<file path="config.mk">
export PLATFORM = sky130hd
export DESIGN_NAME = pm_sci_decode
export DESIGN_NICKNAME = d
export VERILOG_FILES = /design/src/rtl/pm_sci_pkg.sv /design/src/rtl/pm_cfg_regs.sv /design/src/rtl/pm_win_decode.sv /design/src/rtl/pm_event_sci.sv /design/src/rtl/pm_sci_decode.sv
export SDC_FILE = /design/constraint.sdc
export NUM_CORES = 1
export LEC_CHECK = 0
export BUFFER_PORTS_ARGS = -buffer_cell sky130_fd_sc_hd__buf_2
export CAP_MARGIN = 20
export CELL_PAD_IN_SITES_DETAIL_PLACEMENT = 2
export CELL_PAD_IN_SITES_GLOBAL_PLACEMENT = 2
export CORE_AREA = 2 2 113 115
export CTS_CLUSTER_SIZE = 30
export DETAILED_ROUTE_END_ITERATION = 10
export DIE_AREA = 0 0 115 117
export PLACE_DENSITY = 0.92
export SLEW_MARGIN = 5
export SYNTH_ARGS = -nofsm -noshare
export SYNTH_HDL_FRONTEND = slang
export SYNTH_HIERARCHICAL = 1
export SYNTH_SLANG_ARGS = --single-unit
</file>
<file path="constraint.sdc">
create_clock -name clk -period 2.8 [get_ports clk]
set_input_delay 0.28 -clock clk [delete_from_list [all_inputs] [get_ports clk]]
set_output_delay 0.28 -clock clk [all_outputs]
set_load 0.02 [all_outputs]
</file>
<file path="src/rtl/pm_sci_pkg.sv">
package pm_sci_pkg;
  localparam int unsigned CFG_AW = 8;
  localparam int unsigned CFG_DW = 8;

  // configuration byte offsets
  localparam logic [7:0] OFS_IRQ_PIN  = 8'h3D;
  localparam logic [7:0] OFS_PM_CTL   = 8'h41;
  localparam logic [7:0] OFS_PM_BASE  = 8'h48;
  localparam logic [7:0] OFS_SMB_BASE = 8'h90;
  localparam logic [7:0] OFS_SMB_CTL  = 8'hD2;

  // enable bit positions inside the control bytes
  localparam int unsigned PM_CTL_EN_BIT  = 7;
  localparam int unsigned SMB_CTL_EN_BIT = 0;
  localparam int unsigned SMB_CTL_KEEP   = 4;

  // event bit positions that can raise the interrupt
  localparam int unsigned EV_TIMER  = 0;
  localparam int unsigned EV_GLOCK  = 5;
  localparam int unsigned EV_PWRBTN = 8;
  localparam int unsigned EV_RTC    = 10;
endpackage

</file>
<file path="src/rtl/pm_cfg_regs.sv">
module pm_cfg_regs
  import pm_sci_pkg::*;
#(
  parameter int unsigned ADDR_W      = 16,
  parameter int unsigned PM_LOG2     = 7,
  parameter int unsigned SMB_LOG2    = 4,
  parameter logic [7:0]  IRQ_PIN_RST = 8'h01
) (
  input  logic              clk,
  input  logic              rst_n,
  input  logic              wr_en,
  input  logic [CFG_AW-1:0] wr_addr,
  input  logic [CFG_DW-1:0] wr_data,
  input  logic [CFG_AW-1:0] rd_addr,
  output logic [CFG_DW-1:0] rd_data,
  output logic [ADDR_W-1:0] pm_base,
  output logic              pm_en,
  output logic [ADDR_W-1:0] smb_base,
  output logic              smb_en,
  output logic              irq_pin_nz
);
  localparam int unsigned WORD_W = 32;
  localparam int unsigned PM_HI  = ADDR_W - PM_LOG2;
  localparam int unsigned SMB_HI = ADDR_W - SMB_LOG2;

  logic [PM_HI-1:0]        pm_hi_q, pm_hi_d;
  logic [SMB_HI-1:0]       smb_hi_q, smb_hi_d;
  logic [7:0]              pm_ctl_q;
  logic [SMB_CTL_KEEP-1:0] smb_ctl_q;
  logic [7:0]              pin_q;

  logic [WORD_W-1:0] pm_word, smb_word, pm_wr_word, smb_wr_word;
  logic              hit_pm_base, hit_smb_base;

  // 32-bit views of the stored bases, bit 0 forced high
  always_comb begin
    pm_word  = '0;
    smb_word = '0;
    pm_word[ADDR_W-1:PM_LOG2]   = pm_hi_q;
    smb_word[ADDR_W-1:SMB_LOG2] = smb_hi_q;
    pm_word[0]  = 1'b1;
    smb_word[0] = 1'b1;
  end

  assign hit_pm_base  = (wr_addr[7:2] == OFS_PM_BASE[7:2]);
  assign hit_smb_base = (wr_addr[7:2] == OFS_SMB_BASE[7:2]);

  always_comb begin
    pm_wr_word  = pm_word;
    smb_wr_word = smb_word;
    pm_wr_word[8*wr_addr[1:0] +: 8]  = wr_data;
    smb_wr_word[8*wr_addr[1:0] +: 8] = wr_data;
    pm_hi_d  = pm_hi_q;
    smb_hi_d = smb_hi_q;
    if (wr_en && hit_pm_base)  pm_hi_d  = pm_wr_word[ADDR_W-1:PM_LOG2];
    if (wr_en && hit_smb_base) smb_hi_d = smb_wr_word[ADDR_W-1:SMB_LOG2];
  end

  always_ff @(posedge clk) begin
    if (!rst_n) begin
      pm_hi_q   <= '0;
      smb_hi_q  <= '0;
      pm_ctl_q  <= '0;
      smb_ctl_q <= '0;
      pin_q     <= IRQ_PIN_RST;
    end else begin
      pm_hi_q  <= pm_hi_d;
      smb_hi_q <= smb_hi_d;
      if (wr_en && wr_addr == OFS_PM_CTL)  pm_ctl_q  <= wr_data;
      if (wr_en && wr_addr == OFS_SMB_CTL) smb_ctl_q <= wr_data[SMB_CTL_KEEP-1:0];
      if (wr_en && wr_addr == OFS_IRQ_PIN) pin_q     <= wr_data;
    end
  end

  always_comb begin
    rd_data = '0;
    if (rd_addr[7:2] == OFS_PM_BASE[7:2])       rd_data = pm_word[8*rd_addr[1:0] +: 8];
    else if (rd_addr[7:2] == OFS_SMB_BASE[7:2]) rd_data = smb_word[8*rd_addr[1:0] +: 8];
    else if (rd_addr == OFS_PM_CTL)             rd_data = pm_ctl_q;
    else if (rd_addr == OFS_SMB_CTL)            rd_data = {{(8-SMB_CTL_KEEP){1'b0}}, smb_ctl_q};
    else if (rd_addr == OFS_IRQ_PIN)            rd_data = pin_q;
  end

  assign pm_base    = pm_word[ADDR_W-1:0];
  assign smb_base   = smb_word[ADDR_W-1:0];
  assign pm_en      = pm_ctl_q[PM_CTL_EN_BIT];
  assign smb_en     = smb_ctl_q[SMB_CTL_EN_BIT];
  assign irq_pin_nz = (pin_q != '0);
endmodule

</file>
<file path="src/rtl/pm_win_decode.sv">
module pm_win_decode #(
  parameter int unsigned ADDR_W   = 16,
  parameter int unsigned WIN_LOG2 = 7
) (
  input  logic              en,
  input  logic [ADDR_W-1:0] base,
  input  logic [ADDR_W-1:0] addr,
  output logic              hit
);
  assign hit = en && (addr[ADDR_W-1:WIN_LOG2] == base[ADDR_W-1:WIN_LOG2]);
endmodule

</file>
<file path="src/rtl/pm_event_sci.sv">
module pm_event_sci #(
  parameter int unsigned     EVT_W    = 16,
  parameter logic [EVT_W-1:0] SCI_MASK = 16'h0521,
  parameter int unsigned     TMR_BIT  = 0
) (
  input  logic             clk,
  input  logic             rst_n,
  input  logic [EVT_W-1:0] evt_set,
  input  logic             clr_we,
  input  logic [EVT_W-1:0] clr_data,
  input  logic             en_we,
  input  logic [EVT_W-1:0] en_data,
  input  logic             pin_nz,
  output logic [EVT_W-1:0] sts_o,
  output logic [EVT_W-1:0] en_o,
  output logic             sci_o,
  output logic             tmr_arm_o
);
  logic [EVT_W-1:0] sts_q, en_q, clr_mask;

  assign clr_mask = clr_we ? clr_data : '0;

  always_ff @(posedge clk) begin
    if (!rst_n) begin
      sts_q <= '0;
      en_q  <= '0;
    end else begin
      sts_q <= (sts_q & ~clr_mask) | evt_set;
      if (en_we) en_q <= en_data;
    end
  end

  assign sts_o     = sts_q;
  assign en_o      = en_q;
  assign sci_o     = pin_nz && ((sts_q & en_q & SCI_MASK) != '0);
  assign tmr_arm_o = en_q[TMR_BIT] && !sts_q[TMR_BIT];

  // a pulsed event is visible in status at the next edge
  p_set_visible_r7: assert property (@(posedge clk) disable iff (!rst_n)
    (evt_set != '0) |=> ((sts_q & $past(evt_set)) == $past(evt_set)));

  // a clear with no competing set leaves the written bits at zero
  p_w1c_clears_r7: assert property (@(posedge clk) disable iff (!rst_n)
    (clr_we && evt_set == '0) |=> ((sts_q & $past(clr_data)) == '0));
endmodule

</file>
<file path="src/rtl/pm_sci_decode.sv">
module pm_sci_decode
  import pm_sci_pkg::*;
#(
  parameter int unsigned ADDR_W      = 16,
  parameter int unsigned PM_LOG2     = 7,
  parameter int unsigned SMB_LOG2    = 4,
  parameter int unsigned EVT_W       = 16,
  parameter logic [7:0]  IRQ_PIN_RST = 8'h01
) (
  input  logic              clk,
  input  logic              rst_n,
  input  logic              cfg_we,
  input  logic [7:0]        cfg_waddr,
  input  logic [7:0]        cfg_wdata,
  input  logic [7:0]        cfg_raddr,
  output logic [7:0]        cfg_rdata,
  input  logic [ADDR_W-1:0] io_addr,
  output logic              pm_hit,
  output logic              smb_hit,
  input  logic [EVT_W-1:0]  evt_set,
  input  logic              evt_clr_we,
  input  logic [EVT_W-1:0]  evt_clr_data,
  input  logic              evt_en_we,
  input  logic [EVT_W-1:0]  evt_en_data,
  output logic [EVT_W-1:0]  evt_sts,
  output logic [EVT_W-1:0]  evt_en,
  output logic              sci,
  output logic              tmr_arm
);
  localparam logic [EVT_W-1:0] SCI_MASK =
    (EVT_W'(1) << EV_TIMER) | (EVT_W'(1) << EV_GLOCK) |
    (EVT_W'(1) << EV_PWRBTN) | (EVT_W'(1) << EV_RTC);

  logic [ADDR_W-1:0] pm_base, smb_base;
  logic              pm_en, smb_en, pin_nz;

  pm_cfg_regs #(
    .ADDR_W(ADDR_W), .PM_LOG2(PM_LOG2), .SMB_LOG2(SMB_LOG2), .IRQ_PIN_RST(IRQ_PIN_RST)
  ) u_cfg (
    .clk(clk), .rst_n(rst_n),
    .wr_en(cfg_we), .wr_addr(cfg_waddr), .wr_data(cfg_wdata),
    .rd_addr(cfg_raddr), .rd_data(cfg_rdata),
    .pm_base(pm_base), .pm_en(pm_en),
    .smb_base(smb_base), .smb_en(smb_en),
    .irq_pin_nz(pin_nz)
  );

  pm_win_decode #(.ADDR_W(ADDR_W), .WIN_LOG2(PM_LOG2)) u_pm_dec (
    .en(pm_en), .base(pm_base), .addr(io_addr), .hit(pm_hit)
  );

  pm_win_decode #(.ADDR_W(ADDR_W), .WIN_LOG2(SMB_LOG2)) u_smb_dec (
    .en(smb_en), .base(smb_base), .addr(io_addr), .hit(smb_hit)
  );

  pm_event_sci #(.EVT_W(EVT_W), .SCI_MASK(SCI_MASK), .TMR_BIT(EV_TIMER)) u_evt (
    .clk(clk), .rst_n(rst_n),
    .evt_set(evt_set),
    .clr_we(evt_clr_we), .clr_data(evt_clr_data),
    .en_we(evt_en_we), .en_data(evt_en_data),
    .pin_nz(pin_nz),
    .sts_o(evt_sts), .en_o(evt_en),
    .sci_o(sci), .tmr_arm_o(tmr_arm)
  );

  // decoder hit never occurs while the control byte disables the window
  p_pm_hit_needs_en_r5: assert property (@(posedge clk) disable iff (!rst_n)
    pm_hit |-> pm_en);

  // same for the SMBus window
  p_smb_hit_needs_en_r6: assert property (@(posedge clk) disable iff (!rst_n)
    smb_hit |-> smb_en);

  // interrupt stays low while the pin byte is zero
  p_sci_pin_gate_r9: assert property (@(posedge clk) disable iff (!rst_n)
    !pin_nz |-> !sci);

  // a pending timer status never coexists with an arm request
  p_tmr_arm_r10: assert property (@(posedge clk) disable iff (!rst_n)
    tmr_arm |-> (evt_en[EV_TIMER] && !evt_sts[EV_TIMER]));
endmodule

</file>
-- After elaboration in Yosys (flattened, before gate mapping)
Cells that the tools add are included.
- bits in registers: 73
- word-level logic and storage cells: 48
- add/sub/neg operators: 1
- equal/unequal tests: 12
- shift operators: 4
- muxes and demuxes: 8
- bitwise gates (word level): 4
- reductions and logical operators: 12
- operators with widths (operator ; number):
    bitwise mux 32 bit ; 2
    indexed part select 32 x 6 -> 8 bit ; 2
    two-way mux 8 bit ; 5
    negator 5 -> 34 bit ; 1
    variable shift 8 x 34 -> 32 bit (first input constant) ; 1
    indexed part select 8 x 34 -> 32 bit ; 1
    bitwise AND 16 bit ; 1
    == test 8 x 6 -> 1 bit (second input constant) ; 2
    == test 8 x 7 -> 1 bit (second input constant) ; 2
    == test 8 bit (second input constant) ; 2
    two-way mux 16 bit ; 1
    NOT 16 bit ; 1
    OR 16 bit ; 1
    nonzero test 16 bit ; 1
    == test 12 bit ; 1
    == test 6 x 5 -> 1 bit (second input constant) ; 2
    == test 6 bit (second input constant) ; 2
    bitwise AND 11 bit ; 1
    == test 9 bit ; 1
    logical AND 1 bit ; 9
    nonzero test 8 bit ; 1
    logical NOT 1 bit ; 1

-- Logic depth before layout (Yosys ltp)
- depth after elaboration: 6
- gate-level depth with buffers: 6

-- Cells and area by module
The synthesis kept the hierarchy.
- by module, submodules not included (module ; times used ; cells each ; area an instance (um2) ; sequential area each (um2)):
    pm_cfg_regs ; 1 ; 237 ; 2339.7 ; 820.8
    pm_event_sci ; 1 ; 106 ; 1222.4 ; 640.6
    pm_win_decode at u_smb_dec ; 1 ; 17 ; 138.9 ; 0.0
    pm_win_decode at u_pm_dec ; 1 ; 13 ; 105.1 ; 0.0

-- Least setup slack after synthesis
OpenSTA, ideal clock, no wires.
- kind: input to output
- start point: input port cfg_raddr[5]
- end point: output port cfg_rdata[4]
- data arrival time: 1497 ps
- required time: 2520 ps
- slack: 1023 ps
- stages: 5
- buffers on the path: 1
- path through: nor2_1 and4_1 buf_1 a22oi_1 o21ai_0
- cells in the longest elaborated chain, start to end: 6
- elaborated cells between the ends (all ways): 10
- classes of those cells: eq/ne (5); mux (5)
- ends and longest elaborated chain (item ; line ; text):
    from (decl) ; pm_sci_decode.sv:15 ; input logic [7:0] cfg_raddr,
    == test 8 x 6 -> 1 bit ; pm_cfg_regs.sv:81 ; else if (rd_addr == OFS_IRQ_PIN) rd_data = pin_q;
    two-way mux 8 bit ; pm_cfg_regs.sv:81 ;
    two-way mux 8 bit ; pm_cfg_regs.sv:80 ; else if (rd_addr == OFS_SMB_CTL) rd_data = {{(8-SMB_CTL_KEEP){1'b0}}, smb_ctl_q};
    two-way mux 8 bit ; pm_cfg_regs.sv:79 ; else if (rd_addr == OFS_PM_CTL) rd_data = pm_ctl_q;
    two-way mux 8 bit ; pm_cfg_regs.sv:78 ; else if (rd_addr[7:2] == OFS_SMB_BASE[7:2]) rd_data = smb_word[8*rd_addr[1:0] +: 8];
    two-way mux 8 bit * ; pm_cfg_regs.sv:77 ; if (rd_addr[7:2] == OFS_PM_BASE[7:2]) rd_data = pm_word[8*rd_addr[1:0] +: 8];
    to (decl) ; pm_sci_decode.sv:16 ; output logic [7:0] cfg_rdata,
Mark *: on every way between the ends. The rest lies on a longest branch, timed or not.

-- Worst setup path after layout
- start point: input port cfg_raddr[1]
- end point: output port cfg_rdata[5]
The elaborated chain is that of the path after synthesis.

==> flow_metrics.py <==
metrics = {
    "power_and_ir_drop": {
        "p_comb_frac": 0.123,
        "p_leak_uw": 0.002158,
        "vdd_drop_max_mv": 0.2199,
        "p_sw_uw": 607.3,
        "swShare": 0.2404,
        "clock_power_share": 0.447,
        "p_int_uw": 1919,
        "pwr-share-seq": 0.431,
        "power_density_nw_per_um2": 529.0,
    },
    "critical_path": {
        "slowest_delay_ns": 0.55,
        "worst-setup-path-type": "in2out",
        "r2r_start": "u_evt/sts_o[0]",
        "end_kind": "output port",
        "critPathArrivalTime_ns": 1.96,
        "worst_path_most_repeated_cell": "buf_2",
        "cp_cell_sequence": "buf_2, nand2b_1, nor4_4, a221oi_1, o21ai_0, buf_2",
        "slowest_stage": "nor4_4",
        "path_max_fanout": 9,
        "worstPathRequired_ns": 2.52,
        "rr_endpoint": "u_evt/sts_o[0]",
        "cp_num_buf_inv": 2,
        "critPathLaunchType": "input port",
        "r2r_setup_slack_ns": 2.00,
        "critPathTopFamily": "simple AND/OR/NAND/NOR gates",
        "r2r_cells": 2,
    },
    "synthesis": {
        "syn_avg_cell_area_um2": 10.32,
        "synth_area_um2": 3716,
        "syn_nets": 458,
        "netlist_instances": 360,
        "yosysWarnings": 6,
    },
    "place": {
        "hpwlAfterDp_mm": 10.00,
        "gp_congestion": 0.7673,
        "port_buffers": 132,
    },
    "timing": {
        "finalCritPeriodShare": 0.8013,
        "slew_headroom": 0.4737,
        "fmax_ghz": 0.4457,
        "drv_slew": 0,
        "holdWs_ns": 0.1553,
        "clock_skew_ns": 0,
        "worst_pin_slew_ns": 0.7853,
        "period_needed_ns": 2.244,
        "final.setup.tns_ns": 0,
        "hold_violations": 0,
        "rsz0062_at_grt": "false",
        "finalSetupViolCount": 0,
    },
    "clock_network": {
        "clock_latency_ns": 0.34,
        "cts_root_buffer": "clkbuf_16",
        "numCtsBuffers": 9,
        "cts_setup_buffers": 0,
        "cts.repair.resized": 0,
        "cts.sinks": 73,
        "cts_tree": "yes",
        "clk_path_buf_depth": 2,
        "htreeDepth": 3,
        "path_clk_slew_ns": 0.06,
        "ctsHoldBuffers": 0,
    },
    "grt": {
        "grt_first_pass_wirelength_mm": 19.96,
        "track_usage": 0.1971,
        "grt_antenna_before_repair": 0,
        "grt_overflow_total": 0,
        "grt_pass1_vias": 3680,
        "grt_max_degree": 49,
    },
    "final_layout": {
        "diodes": 0,
        "n_fill_cell": 1367,
        "layout.nets": 588,
        "syn_to_final_growth_pct": 28.52,
        "regArea_um2": 1461,
        "multiInputGateArea_um2": 2142,
        "drive_gt1_frac": 0.3273,
    },
    "floorplanning": {
        "core_area_um2": 12310,
        "num_rows": 41,
        "initial_utilization": 0.3018,
        "io_pins": 137,
        "fp.dieW_um": 115,
        "dieArea_um2": 13460,
        "die_h_um": 117,
    },
    "detailed_routing": {
        "drc": 0,
        "initialDrtViolationCount": 115,
        "ant_nets": 0,
        "num_vias": 3269,
        "wl_mm": 13.03,
        "wire_per_inst_um": 20.20,
        "drt-pass1-iter-count": 4,
        "viasPerCell": 5.068,
    },
    "worst_hold_path": {
        "whs_path_depth": 2,
        "whs_endpoint": "u_evt/sts_o[9]",
        "hp-start": "evt_set[9]",
        "hold_path_class": "in2reg",
    },
    "run_status": {
        "status": "completed",
    },
    "run": {
        "maxCapViolations": 0,
    },
}
## power groups by stage
stage	registers [uW]	clock network [uW]	logic (uW)
2_1_floorplan	1140	0	127
3_3_place_gp	1110	0	294
3_5_place_dp	1110	0	311
4_1_cts	1090	1160	314
5_1_grt	1090	1210	336
6_report	1090	1130	310
## cells in the final DEF (no fill, tap or decap), types with 2 or more instances in the layout
cell type and n:
buf_4 3, clkbuf_16 9, and3_1 2, nor4_1 2, nand4_4 3, mux2_2 2
or2_1 2, o21ai_0 8, and3b_1 3, and2_1 10, nor2_1 4, buf_2 132
nor2b_1 54, a21boi_0 17, ha_1 5, mux2i_1 54, o22ai_1 4, nand2_1 11
o21a_1 16, a21boi_2 2, a22oi_1 11, clkinv_2 2, nand2b_1 3, nand4b_1 2
nand4_1 6, and4_1 4, xnor2_1 21, dfxtp_1 73, nand3_1 2, and4bb_2 3
inv_1 3, a221oi_1 7, clkbuf_1 3
## layer usage
metal	track usage	up-vias	wire, um
li1	-	1548	-
met1	0.2216	1637	5127
met2	0.3722	71	7265
met3	0.03605	13	467
met4	0.07068	0	165
met5	0	-	0
## final cells by class
class                      instances  share of cell area
inverter                           3            0.002358
tap                              150             0.03930
clock inverter                     3            0.008384
multi-input combinational        268              0.4485
sequential                        73              0.3060
timing repair buffer             135              0.1430
clock buffer                      13             0.05240
## flip-flops by register name (all words and copies together), names as in the netlist
register / count
u_cfg/pin_q: 8
u_cfg/pm_hi_q: 9
u_cfg/smb_hi_q: 12
u_evt/en_o: 16
u_cfg/smb_ctl_q: 4
u_cfg/pm_ctl_q: 8
u_evt/sts_o: 16
## worst max path at each step
stage                            start           end  slack (ns)  depth (start not counted)
after floorplan           cfg_raddr[5]  cfg_rdata[4]        1.02                          5
after global placement    cfg_raddr[6]  cfg_rdata[5]        0.69                          6
after detailed placement  cfg_raddr[1]  cfg_rdata[0]        0.62                          6
after CTS                 cfg_raddr[1]  cfg_rdata[6]        0.55                          6
after global routing      cfg_raddr[1]  cfg_rdata[6]        0.46                          6
final                     cfg_raddr[1]  cfg_rdata[5]        0.56                          6
## per-stage QoR
stage	setup slack, ns	power, uW	area [um^2]	cells	util
4_1_cts	0.5488	2558	4776	645	0.3879
5_1_grt	0.4608	2638	4776	645	0.3879
6_report	0.5564	2526	4776	645	0.3879
3_5_place_dp	0.6184	1421	4486	629	0.3643
2_1_floorplan	1.023	1271	3716	360	-
3_3_place_gp	0.6949	1401	4486	629	0.3643
Power figures use the tool's default switching activity.
